[config.mk]
export PLATFORM = sky130hd
export DESIGN_NAME = xfer_timer
export DESIGN_NICKNAME = d
export VERILOG_FILES = /design/src/rtl/xtimer_pkg.sv /design/src/rtl/xtimer_counter.sv /design/src/rtl/xtimer_ctrl.sv /design/src/rtl/xtimer_regs.sv /design/src/rtl/xfer_timer.sv
export SDC_FILE = /design/constraint.sdc
export NUM_CORES = 1
export LEC_CHECK = 0
export ABC_AREA = 1
export BUFFER_PORTS_ARGS = -buffer_cell sky130_fd_sc_hd__clkbuf_2
export CAP_MARGIN = 10
export CORE_ASPECT_RATIO = 0.5
export CORE_MARGIN = 5
export CORE_UTILIZATION = 25
export DETAILED_ROUTE_END_ITERATION = 10
export GPL_ROUTABILITY_DRIVEN = 0
export GPL_TIMING_DRIVEN = 0
export PLACE_DENSITY_LB_ADDON = 0.2
export SYNTH_ARGS = -nofsm -noshare
export SYNTH_HDL_FRONTEND = slang
export SYNTH_HIERARCHICAL = 1
export SYNTH_SLANG_ARGS = --single-unit
[constraint.sdc]
create_clock -name clk -period 3.2 [get_ports clk]
set_clock_uncertainty 0.15 [all_clocks]
set_input_delay 0.64 -clock clk [delete_from_list [all_inputs] [get_ports clk]]
set_output_delay 0.64 -clock clk [all_outputs]
set_load 0.005 [all_outputs]
[src/rtl/xtimer_pkg.sv]
package xtimer_pkg;
   typedef enum logic [1:0] {
      ST_IDLE  = 2'd0,
      ST_ARMED = 2'd1,
      ST_RUN   = 2'd2
   } tstate_e;

   localparam int unsigned ADDR_CTRL   = 0;
   localparam int unsigned ADDR_PKTS   = 1;
   localparam int unsigned ADDR_RESULT = 2;
   localparam int unsigned ADDR_STATUS = 3;

   localparam int unsigned CBIT_ARM  = 0;
   localparam int unsigned CBIT_CLR  = 1;
   localparam int unsigned CBIT_MODE = 2;

   localparam int unsigned SBIT_DONE = 0;
   localparam int unsigned SBIT_OVF  = 1;
   localparam int unsigned SBIT_RUN  = 2;
   localparam int unsigned SBIT_ARM  = 3;
endpackage

[src/rtl/xtimer_counter.sv]
module xtimer_counter #(
   parameter int unsigned CNT_W = 32
) (
   input  logic             clk,
   input  logic             rst_n,
   input  logic             load,
   input  logic             inc,
   output logic [CNT_W-1:0] cnt,
   output logic             wrap
);
   localparam logic [CNT_W-1:0] ONE = CNT_W'(1);

   always_ff @(posedge clk) begin
      if (!rst_n)     cnt <= '0;
      else if (load)  cnt <= ONE;
      else if (inc)   cnt <= cnt + ONE;
   end

   assign wrap = inc && !load && (&cnt);

   assert_load_one_R3: assert property (@(posedge clk) disable iff (!rst_n)
      load |=> (cnt == ONE));

   assert_step_R4: assert property (@(posedge clk) disable iff (!rst_n)
      (inc && !load) |=> (cnt == $past(cnt) + ONE));
endmodule

[src/rtl/xtimer_ctrl.sv]
module xtimer_ctrl
   import xtimer_pkg::*;
#(
   parameter int unsigned CNT_W = 32,
   parameter int unsigned PKT_W = 16
) (
   input  logic             clk,
   input  logic             rst_n,
   input  logic             arm_req,
   input  logic             clr_req,
   input  logic             mode_dur,
   input  logic [PKT_W-1:0] pkt_target,
   input  logic             tx_cmd_issue,
   input  logic             tx_beat_valid,
   input  logic             tx_beat_last,
   input  logic             rx_beat_valid,
   input  logic [CNT_W-1:0] cnt,
   output tstate_e          state,
   output logic             cnt_load,
   output logic             cnt_inc,
   output logic             stop,
   output logic [CNT_W-1:0] stop_val
);
   localparam logic [PKT_W-1:0] P_ONE = PKT_W'(1);
   localparam logic [CNT_W-1:0] C_ONE = CNT_W'(1);

   tstate_e          state_nx;
   logic [PKT_W-1:0] pkts_q, pkts_nx;
   logic [PKT_W-1:0] tgt_eff;

   assign tgt_eff = (pkt_target == '0) ? P_ONE : pkt_target;
   assign cnt_inc = (state == ST_RUN);

   always_comb begin
      state_nx = state;
      pkts_nx  = pkts_q;
      cnt_load = 1'b0;
      stop     = 1'b0;
      stop_val = '0;
      if (clr_req) begin
         state_nx = ST_IDLE;
      end else if (arm_req) begin
         state_nx = ST_ARMED;
         pkts_nx  = '0;
      end else begin
         unique case (state)
            ST_ARMED: begin
               if (!mode_dur) begin
                  if (tx_cmd_issue) begin
                     state_nx = ST_RUN;
                     cnt_load = 1'b1;
                  end
               end else if (tx_beat_valid) begin
                  if (tx_beat_last && tgt_eff == P_ONE) begin
                     state_nx = ST_IDLE;
                     stop     = 1'b1;
                     stop_val = C_ONE;
                  end else begin
                     state_nx = ST_RUN;
                     cnt_load = 1'b1;
                     pkts_nx  = tx_beat_last ? P_ONE : '0;
                  end
               end
            end
            ST_RUN: begin
               if (!mode_dur) begin
                  if (rx_beat_valid) begin
                     state_nx = ST_IDLE;
                     stop     = 1'b1;
                     stop_val = cnt;
                  end
               end else if (tx_beat_valid && tx_beat_last) begin
                  if (pkts_q + P_ONE == tgt_eff) begin
                     state_nx = ST_IDLE;
                     stop     = 1'b1;
                     stop_val = cnt + C_ONE;
                  end else begin
                     pkts_nx = pkts_q + P_ONE;
                  end
               end
            end
            default: ;
         endcase
      end
   end

   always_ff @(posedge clk) begin
      if (!rst_n) begin
         state  <= ST_IDLE;
         pkts_q <= '0;
      end else begin
         state  <= state_nx;
         pkts_q <= pkts_nx;
      end
   end

   assert_stop_needs_active_R6: assert property (@(posedge clk) disable iff (!rst_n)
      stop |-> (state != ST_IDLE));

   assert_start_needs_arm_R3: assert property (@(posedge clk) disable iff (!rst_n)
      cnt_load |-> (state == ST_ARMED));

   assert_stop_goes_idle_R7: assert property (@(posedge clk) disable iff (!rst_n)
      stop |=> (state == ST_IDLE));
endmodule

[src/rtl/xtimer_regs.sv]
module xtimer_regs
   import xtimer_pkg::*;
#(
   parameter int unsigned CNT_W  = 32,
   parameter int unsigned PKT_W  = 16,
   parameter int unsigned ADDR_W = 4,
   parameter int unsigned DATA_W = 32
) (
   input  logic              clk,
   input  logic              rst_n,
   input  logic              wr_en,
   input  logic [ADDR_W-1:0] wr_addr,
   input  logic [DATA_W-1:0] wr_data,
   input  logic [ADDR_W-1:0] rd_addr,
   output logic [DATA_W-1:0] rd_data,
   input  tstate_e           state,
   input  logic              stop,
   input  logic [CNT_W-1:0]  stop_val,
   input  logic              wrap,
   output logic              arm_req,
   output logic              clr_req,
   output logic              mode_dur,
   output logic [PKT_W-1:0]  pkt_target
);
   logic             wr_ctrl, wr_pkts;
   logic             done_q, ovf_q;
   logic [CNT_W-1:0] result_q;
   logic [DATA_W-1:0] result_ext;
   logic [DATA_W-1:0] status_word, ctrl_word, pkts_word;

   assign wr_ctrl = wr_en && (wr_addr == ADDR_W'(ADDR_CTRL));
   assign wr_pkts = wr_en && (wr_addr == ADDR_W'(ADDR_PKTS));
   assign clr_req = wr_ctrl && wr_data[CBIT_CLR];
   assign arm_req = wr_ctrl && wr_data[CBIT_ARM];

   always_ff @(posedge clk) begin
      if (!rst_n) begin
         mode_dur   <= 1'b0;
         pkt_target <= '0;
         done_q     <= 1'b0;
         ovf_q      <= 1'b0;
         result_q   <= '0;
      end else begin
         if (wr_ctrl) mode_dur   <= wr_data[CBIT_MODE];
         if (wr_pkts) pkt_target <= wr_data[PKT_W-1:0];
         if (clr_req || arm_req) done_q <= 1'b0;
         else if (stop)          done_q <= 1'b1;
         if (clr_req || arm_req) ovf_q <= 1'b0;
         else if (wrap)          ovf_q <= 1'b1;
         if (clr_req)   result_q <= '0;
         else if (stop) result_q <= stop_val;
      end
   end

   generate
      if (DATA_W == CNT_W) begin : g_res_direct
         assign result_ext = result_q;
      end else begin : g_res_pad
         assign result_ext = {{(DATA_W-CNT_W){1'b0}}, result_q};
      end
      if (DATA_W == PKT_W) begin : g_pkt_direct
         assign pkts_word = pkt_target;
      end else begin : g_pkt_pad
         assign pkts_word = {{(DATA_W-PKT_W){1'b0}}, pkt_target};
      end
   endgenerate

   always_comb begin
      status_word = '0;
      status_word[SBIT_DONE] = done_q;
      status_word[SBIT_OVF]  = ovf_q;
      status_word[SBIT_RUN]  = (state == ST_RUN);
      status_word[SBIT_ARM]  = (state == ST_ARMED);
      ctrl_word = '0;
      ctrl_word[CBIT_MODE] = mode_dur;
      unique case (rd_addr)
         ADDR_W'(ADDR_CTRL):   rd_data = ctrl_word;
         ADDR_W'(ADDR_PKTS):   rd_data = pkts_word;
         ADDR_W'(ADDR_RESULT): rd_data = result_ext;
         ADDR_W'(ADDR_STATUS): rd_data = status_word;
         default:              rd_data = '0;
      endcase
   end

   assert_result_frozen_R7: assert property (@(posedge clk) disable iff (!rst_n)
      (done_q && !clr_req) |=> $stable(result_q));

   assert_ovf_sticky_R8: assert property (@(posedge clk) disable iff (!rst_n)
      (ovf_q && !clr_req && !arm_req) |=> ovf_q);

   assert_arm_clears_R2: assert property (@(posedge clk) disable iff (!rst_n)
      arm_req |=> (!done_q && !ovf_q));
endmodule

[src/rtl/xfer_timer.sv]
module xfer_timer
   import xtimer_pkg::*;
#(
   parameter int unsigned CNT_W  = 32,
   parameter int unsigned PKT_W  = 16,
   parameter int unsigned ADDR_W = 4,
   parameter int unsigned DATA_W = 32
) (
   input  logic              clk,
   input  logic              rst_n,
   input  logic              reg_wr_en,
   input  logic [ADDR_W-1:0] reg_wr_addr,
   input  logic [DATA_W-1:0] reg_wr_data,
   input  logic [ADDR_W-1:0] reg_rd_addr,
   output logic [DATA_W-1:0] reg_rd_data,
   input  logic              tx_cmd_issue,
   input  logic              tx_beat_valid,
   input  logic              tx_beat_last,
   input  logic              rx_beat_valid
);
   generate
      if (CNT_W < 2 || CNT_W > DATA_W) begin : g_bad_cnt
         $error("xfer_timer: CNT_W must be in 2..DATA_W");
      end
      if (PKT_W < 1 || PKT_W > DATA_W) begin : g_bad_pkt
         $error("xfer_timer: PKT_W must be in 1..DATA_W");
      end
      if (ADDR_W < 2) begin : g_bad_addr
         $error("xfer_timer: ADDR_W must be at least 2");
      end
   endgenerate

   tstate_e          state;
   logic             arm_req, clr_req, mode_dur;
   logic [PKT_W-1:0] pkt_target;
   logic             cnt_load, cnt_inc, wrap, stop;
   logic [CNT_W-1:0] cnt, stop_val;

   xtimer_regs #(.CNT_W(CNT_W), .PKT_W(PKT_W), .ADDR_W(ADDR_W), .DATA_W(DATA_W)) u_regs (
      .clk(clk), .rst_n(rst_n),
      .wr_en(reg_wr_en), .wr_addr(reg_wr_addr), .wr_data(reg_wr_data),
      .rd_addr(reg_rd_addr), .rd_data(reg_rd_data),
      .state(state), .stop(stop), .stop_val(stop_val), .wrap(wrap),
      .arm_req(arm_req), .clr_req(clr_req), .mode_dur(mode_dur),
      .pkt_target(pkt_target)
   );

   xtimer_ctrl #(.CNT_W(CNT_W), .PKT_W(PKT_W)) u_ctrl (
      .clk(clk), .rst_n(rst_n),
      .arm_req(arm_req), .clr_req(clr_req), .mode_dur(mode_dur),
      .pkt_target(pkt_target),
      .tx_cmd_issue(tx_cmd_issue), .tx_beat_valid(tx_beat_valid),
      .tx_beat_last(tx_beat_last), .rx_beat_valid(rx_beat_valid),
      .cnt(cnt), .state(state), .cnt_load(cnt_load), .cnt_inc(cnt_inc),
      .stop(stop), .stop_val(stop_val)
   );

   xtimer_counter #(.CNT_W(CNT_W)) u_cnt (
      .clk(clk), .rst_n(rst_n),
      .load(cnt_load), .inc(cnt_inc), .cnt(cnt), .wrap(wrap)
   );

   assert_done_excl_run_R6: assert property (@(posedge clk) disable iff (!rst_n)
      !(u_regs.done_q && (state == ST_RUN)));

   assert_clear_idles_R9: assert property (@(posedge clk) disable iff (!rst_n)
      clr_req |=> (state == ST_IDLE));
endmodule

Word-level counts from Yosys, hierarchy flattened
Index checks and enable logic that the tools add are counted.
{"block": "op_classes", "addsub": 2, "n_eq_ne": 24, "mux": 49, "bitwise": 2, "n_reduce_logical": 24}
{"cell": "$mux 32", "n": 7}
{"cell": "$mux 16", "n": 8}
{"cell": "$pmux 32 s4", "n": 1}
{"cell": "$pmux 32 s2", "n": 1}
{"cell": "$add 32x1->32 const B", "n": 1}
{"cell": "$pmux 16 s2", "n": 1}
{"cell": "$reduce_and 32->1", "n": 1}
{"cell": "$ne 3x3->1 const B", "n": 8}
{"cell": "$mux 1", "n": 21}
{"cell": "$add 16x1->16 const B", "n": 1}
{"cell": "$eq 16x1->1 const B", "n": 1}
{"cell": "$eq 16x16->1", "n": 1}
{"cell": "$logic_not 16->1", "n": 1}
{"cell": "$mux 2", "n": 8}
{"cell": "$ne 4x4->1 const B", "n": 3}
{"cell": "$reduce_and 6->1", "n": 2}
{"cell": "$eq 4x1->1 const B", "n": 2}
{"cell": "$eq 4x2->1 const B", "n": 2}
{"cell": "$logic_and 1x1->1", "n": 8}
{"cell": "$logic_not 4->1", "n": 2}
{"cell": "$reduce_and 8->1", "n": 1}
{"cell": "$ne 3x2->1 const B", "n": 2}
{"cell": "$reduce_or 2->1", "n": 3}
{"cell": "$ne 4x2->1 const B", "n": 1}
{"cell": "other kinds (12)", "n": 14}
{"block": "word_totals", "reg_bits": 101, "inputBits": 47, "output_inout_bits": 32, "wordCells": 111}

Depth between registers and ports, before layout
{"block": "depth", "depth_word": 13, "ltp_mapped": 20, "mapped_depth_nobuf": 19}

Hierarchy
Netlist, hierarchy kept.
{"mod": "xtimer_ctrl", "n_inst": 1, "cells_per_inst": 591, "area_per_inst_um2": 3301.9, "seq_area_each_um2": 360.3}
{"mod": "xtimer_regs", "n_inst": 1, "cells_per_inst": 337, "area_per_inst_um2": 2303.5, "seq_area_each_um2": 1021.0}
{"mod": "xtimer_counter", "n_inst": 1, "cells_per_inst": 263, "area_per_inst_um2": 1800.5, "seq_area_each_um2": 640.6}

Least setup slack after synthesis
No wires, ideal clock.
{"block": "synth_timing", "kind": "input port to flip-flop", "from": "input reg_wr_en", "to": "register u_regs.done_q", "setup_time_ps": 113, "arrival_time_ps": 2448, "t_required_ps": 2937, "setup_slack_ps": 489, "path_stages": 15, "n_path_buf": 4, "path_cell_list": "inv_1 nor2_4 nand4_1 inv_1 nor3_1 nand2_1 clkbuf_1 inv_1 o21ai_0 nand2_1 clkbuf_2 buf_4 buf_4 nor2_1 nor2_1"}
{"block": "synth_via", "elab_chain_cells": 4, "elab_cells_between_ends": 7, "classes_between": "mux (2); reduce/logical (5)"}
{"item": "start: declaration", "line": "xfer_timer.sv:11", "rtl": "input logic reg_wr_en,"}
{"item": "$logic_and 1x1->1", "line": "xtimer_regs.sv:31", "rtl": "assign wr_ctrl = wr_en && (wr_addr == ADDR_W'(ADDR_CTRL));"}
{"item": "$logic_and 1x1->1", "line": "xtimer_regs.sv:34", "rtl": "assign arm_req = wr_ctrl && wr_data[CBIT_ARM];"}
{"item": "via arm_req", "line": "xfer_timer.sv:34", "rtl": "logic arm_req, clr_req, mode_dur;"}
{"item": "$mux 1", "line": "xtimer_ctrl.sv:42", "rtl": "end else if (arm_req) begin"}
{"item": "$mux 1", "line": "xtimer_ctrl.sv:40", "rtl": "if (clr_req) begin"}
{"item": "via stop", "line": "xfer_timer.sv:36", "rtl": "logic cnt_load, cnt_inc, wrap, stop;"}
{"item": "end signal: assignment", "line": "xtimer_regs.sv:40", "rtl": "done_q <= 1'b0;"}
{"item": "end signal: assignment", "line": "xtimer_regs.sv:46", "rtl": "if (clr_req || arm_req) done_q <= 1'b0;"}
{"item": "end signal: assignment", "line": "xtimer_regs.sv:47", "rtl": "else if (stop) done_q <= 1'b1;"}
{"item": "end: declaration", "line": "xtimer_regs.sv:26", "rtl": "logic done_q, ovf_q;"}
The timed path passes the listed nets, and every way through them passes these cells.
A chain may end at the register's enable or synchronous reset.

Worst setup path after layout
{"block": "layout_timing", "from": "register u_ctrl.pkts_q[1]", "to": "register u_regs.result_q[13], in the netlist u_regs/result_ext[13]"}
{"block": "layout_via", "elab_chain_cells": 8, "elab_cells_between_ends": 13, "classes_between": "add/sub (1); eq/ne (1); mux (11)"}
{"item": "start: declaration", "line": "xtimer_ctrl.sv:28", "rtl": "logic [PKT_W-1:0] pkts_q, pkts_nx;"}
{"item": "start signal: assignment", "line": "xtimer_ctrl.sv:93", "rtl": "pkts_q <= pkts_nx;"}
{"item": "$add 16x1->16", "line": "xtimer_ctrl.sv:73", "rtl": "if (pkts_q + P_ONE == tgt_eff) begin"}
{"item": "$eq 16x16->1", "line": "xtimer_ctrl.sv:73"}
{"item": "$mux 1", "line": "xtimer_ctrl.sv:73"}
{"item": "$mux 1", "line": "xtimer_ctrl.sv:72", "rtl": "end else if (tx_beat_valid && tx_beat_last) begin"}
{"item": "$mux 1", "line": "xtimer_ctrl.sv:66", "rtl": "if (!mode_dur) begin"}
{"item": "$pmux 1 s2", "line": "xtimer_ctrl.sv:46", "rtl": "unique case (state)"}
{"item": "$mux 1", "line": "xtimer_ctrl.sv:42"}
{"item": "$mux 1", "line": "xtimer_ctrl.sv:40"}
{"item": "via stop", "line": "xfer_timer.sv:36"}
{"item": "end signal: assignment", "line": "xtimer_regs.sv:51", "rtl": "else if (stop) result_q <= stop_val;"}
{"item": "end: declaration", "line": "xtimer_regs.sv:27", "rtl": "logic [CNT_W-1:0] result_q;"}
The timed path passes the listed nets, and every way through them passes these cells.

==> impl_metrics.env <==
export IMPL_status="finished clean"
export IMPL_p_sw_w=0.000953
export IMPL_wl_per_cell_um=13.8
export IMPL_clkPwrFrac_pct=39.3
export IMPL_detailed_place_hpwl_um=18200
export IMPL_vdd_ir_drop_max_uv=261
export IMPL_start_util_pct=25.4
export IMPL_hp_class="reg -> reg"
export IMPL_p_int_w=0.00224
export IMPL_final_period_utilization_pct=92.7
export IMPL_max_slew_margin_pct=37.8
export IMPL_crit_type="reg -> reg"
export IMPL_port_buffers=62
export IMPL_num_rows=44
export IMPL_ant_nets=0
export IMPL_pwr_share_seq_pct=42.4
export IMPL_insertion_delay_ns=0.37
export IMPL_fin_cells=1663
export IMPL_drt_iter0_markers=449
export IMPL_areaGrowthSynthToFinish_pct=16.7
export IMPL_grt_overflow=0
export IMPL_clock_root_buffer="clkbuf_16"
export IMPL_first_pass_iters=5
export IMPL_worstMarginPinSlew_ns=0.929
export IMPL_fmax_mhz=337
export IMPL_synth_largest_area_cell="dfxtp_1"
export IMPL_h_tree_depth=3
export IMPL_track_usage_pct=13.7
export IMPL_cp_max_fo=10
export IMPL_fin_nets=1319
export IMPL_routed_wirelength_um=23000
export IMPL_die_w_um=253
export IMPL_synth_area_top_cells="dfxtp_1 27%, nand2_1 16%, nor2_1 10%"
export IMPL_worstPathRequired_ns=3.34
export IMPL_switching_share_pct=29.9
export IMPL_cts_max_path_buffers=2
export IMPL_place_area_um2=8210
export IMPL_nFillCells=3267
export IMPL_leakage_nw=3.47
export IMPL_finalHoldViolations=0
export IMPL_synth_seq_cells=101
export IMPL_grt_pass1_vias=7262
export IMPL_num_vias=7569
export IMPL_setup_viol=0
export IMPL_final_cell_mix="316 x nand2_1, 199 x nor2_1, 142 x inv_1"
export IMPL_rsz0062_at_grt="true"
export IMPL_grt_max_degree=17
export IMPL_io_pins=79
export IMPL_maxCapViolCount=0
export IMPL_critPathCaptureType="flop"
export IMPL_vias_per_cell=4.55
export IMPL_yosys_cell_types_count=53
export IMPL_numCtsBuffers=9
export IMPL_cts_num_sinks=101
export IMPL_syn_inst=1191
export IMPL_die_h_um=132
export IMPL_core_area_um2=29100
export IMPL_r2r_slack_ns=0.23
export IMPL_ys_seq_area_share_pct=27.3
export IMPL_yosysWarnings=6
export IMPL_cts_tree="done"
export IMPL_drc_errors=0
export IMPL_path_clk_slew_ns=0.07
export IMPL_grt_pass1_wl_um=37600
export IMPL_p_comb_share_pct=18.3
export IMPL_cts_hold_buf=0
export IMPL_avgSynthCellArea_um2=6.22
export IMPL_die_area_um2=33400
export IMPL_cp_arrival_ns=3.11
export IMPL_power_density_nw_per_um2=369
export IMPL_antenna_found_initial=0
export IMPL_antenna_cells=0
export IMPL_dp_cells=1644
export IMPL_startpoint_type="flop"
export IMPL_finalCriticalPeriod_ns=2.97
export IMPL_final_max_slew_viol_count=0
export IMPL_synth_top_area_share_pct=27.3
export IMPL_final_layout_size_suffix_gt1_share_pct=17.8
export IMPL_stdcell_area_um2=8640
export IMPL_synth_area_um2=7410
export IMPL_synth_fp_nets=1243
export IMPL_final_common_cell="nand2_1"
[cell usage after synthesis, drive strengths merged]
cell and instances:
a21boi 1, a21o 1, a21oi 87, a22oi 1, a31oi 2, and2 2
buf 21, clkbuf 14, clkinv 5, dfxtp 101, ha 5, inv 151
nand2 350, nand3 69, nand3b 3, nand4 50, nor2 231, nor3 14
nor3b 1, nor4 2, o2111ai 1, o211a 1, o211ai 4, o21a 6
o21ai 34, o21bai 1, o31ai 1, or2 2, xnor2 5, xnor3 3
xor2 21, xor3 1
[area by class of cell]
type	count	area (um2)	area share, %
Multi-Input combinational cell	899	4610	53.4
Sequential cell	101	2030	23.5
Inverter	156	593	6.86
Tap cell	391	489	5.66
Timing Repair Buffer	66	340	3.94
Clock buffer	11	253	2.93
Buffer	34	244	2.82
Clock inverter	5	81.3	0.941
[worst paths after layout]
check / start / end / depth (start not counted)
setup / recovery: u_ctrl/pkts_q[1] / u_regs/result_ext[13] / 16
hold / removal: u_regs/result_ext[11] / u_regs/result_ext[11] / 2
setup reg to reg: u_ctrl/pkts_q[1] / u_regs/result_ext[13] / 16
hold reg to reg: u_regs/result_ext[11] / u_regs/result_ext[11] / 2
[per-layer routing]
metal / up-vias / wire length [um] / share of wire, % / global-route usage [%]
li1: 3924 / - / - / -
met1: 3484 / 10600 / 46 / 17.5
met2: 132 / 11200 / 48 / 23.6
met3: 29 / 722 / 3.1 / 2.63
met4: 0 / 522 / 2.3 / 4.22
met5: - / 0 / 0 / 0
[timing repair]
action                                  in CTS  in global routing
buffers inserted                             0                  4
endpoints found under the setup margin       1                 45
pin swaps                                    0                  1
resized for setup                            1                 27
[stage by stage]
stage,total power (W),hold WS (ns),TNS (ns),util [%],setup WS (ns)
2_1_floorplan,0.00177,0.288,0,-,0.489
3_3_place_gp,0.00193,0.304,-3.54,28.2,-0.223
3_5_place_dp,0.00193,0.302,-4.06,28.2,-0.242
4_1_cts,0.00321,0.314,0,29.3,0.0114
5_1_grt,0.00336,0.333,-0.0752,29.7,-0.0392
6_report,0.00319,0.313,0,29.7,0.233
[cells by family (layout without fill, tap and decap cells)]
kind of cell | Yosys count | after routing | share of synthesized area [%]
compound gates | 140 | 140 | 11.3
buf+inv | 191 | 272 | 11.1
flops | 101 | 101 | 27.3
simple gates | 724 | 724 | 45.1
xor+xnor | 30 | 30 | 4.31
fa+ha+maj | 5 | 5 | 0.845
[registers in the layout, summed over array words and instances, names as in the netlist]
signal,cells
u_ctrl/state,2
u_regs/pkt_target,16
u_regs/done_q,1
u_ctrl/pkts_q,16
u_regs/mode_dur,1
u_regs/result_ext,32
u_cnt/cnt,32
u_regs/ovf_q,1
[worst max-delay path: stages (launching register included)]
cell,delay [ns]
dfxtp_2,0.37
ha_2,0.23
nand3_4,0.13
inv_2,0.14
nand3b_1,0.16
xnor3_1,0.26
nand2_1,0.09
nor2_4,0.16
nand3_4,0.14
nor3_4,0.22
o21ai_0,0.10
nand2_1,0.07
buf_2,0.17
buf_6,0.16
buf_6,0.14
nand2_1,0.07
a21oi_1,0.14
[power groups by stage]
stage / sequential (W) / combinational [W] / clock, W
3_5_place_dp: 0.00138 / 0.000552 / 0
2_1_floorplan: 0.00136 / 0.000415 / 0
3_3_place_gp: 0.00138 / 0.000547 / 0
5_1_grt: 0.00136 / 0.000653 / 0.00135
4_1_cts: 0.00135 / 0.000555 / 0.00131
6_report: 0.00135 / 0.000584 / 0.00125
Power figures use the tool's default switching activity.
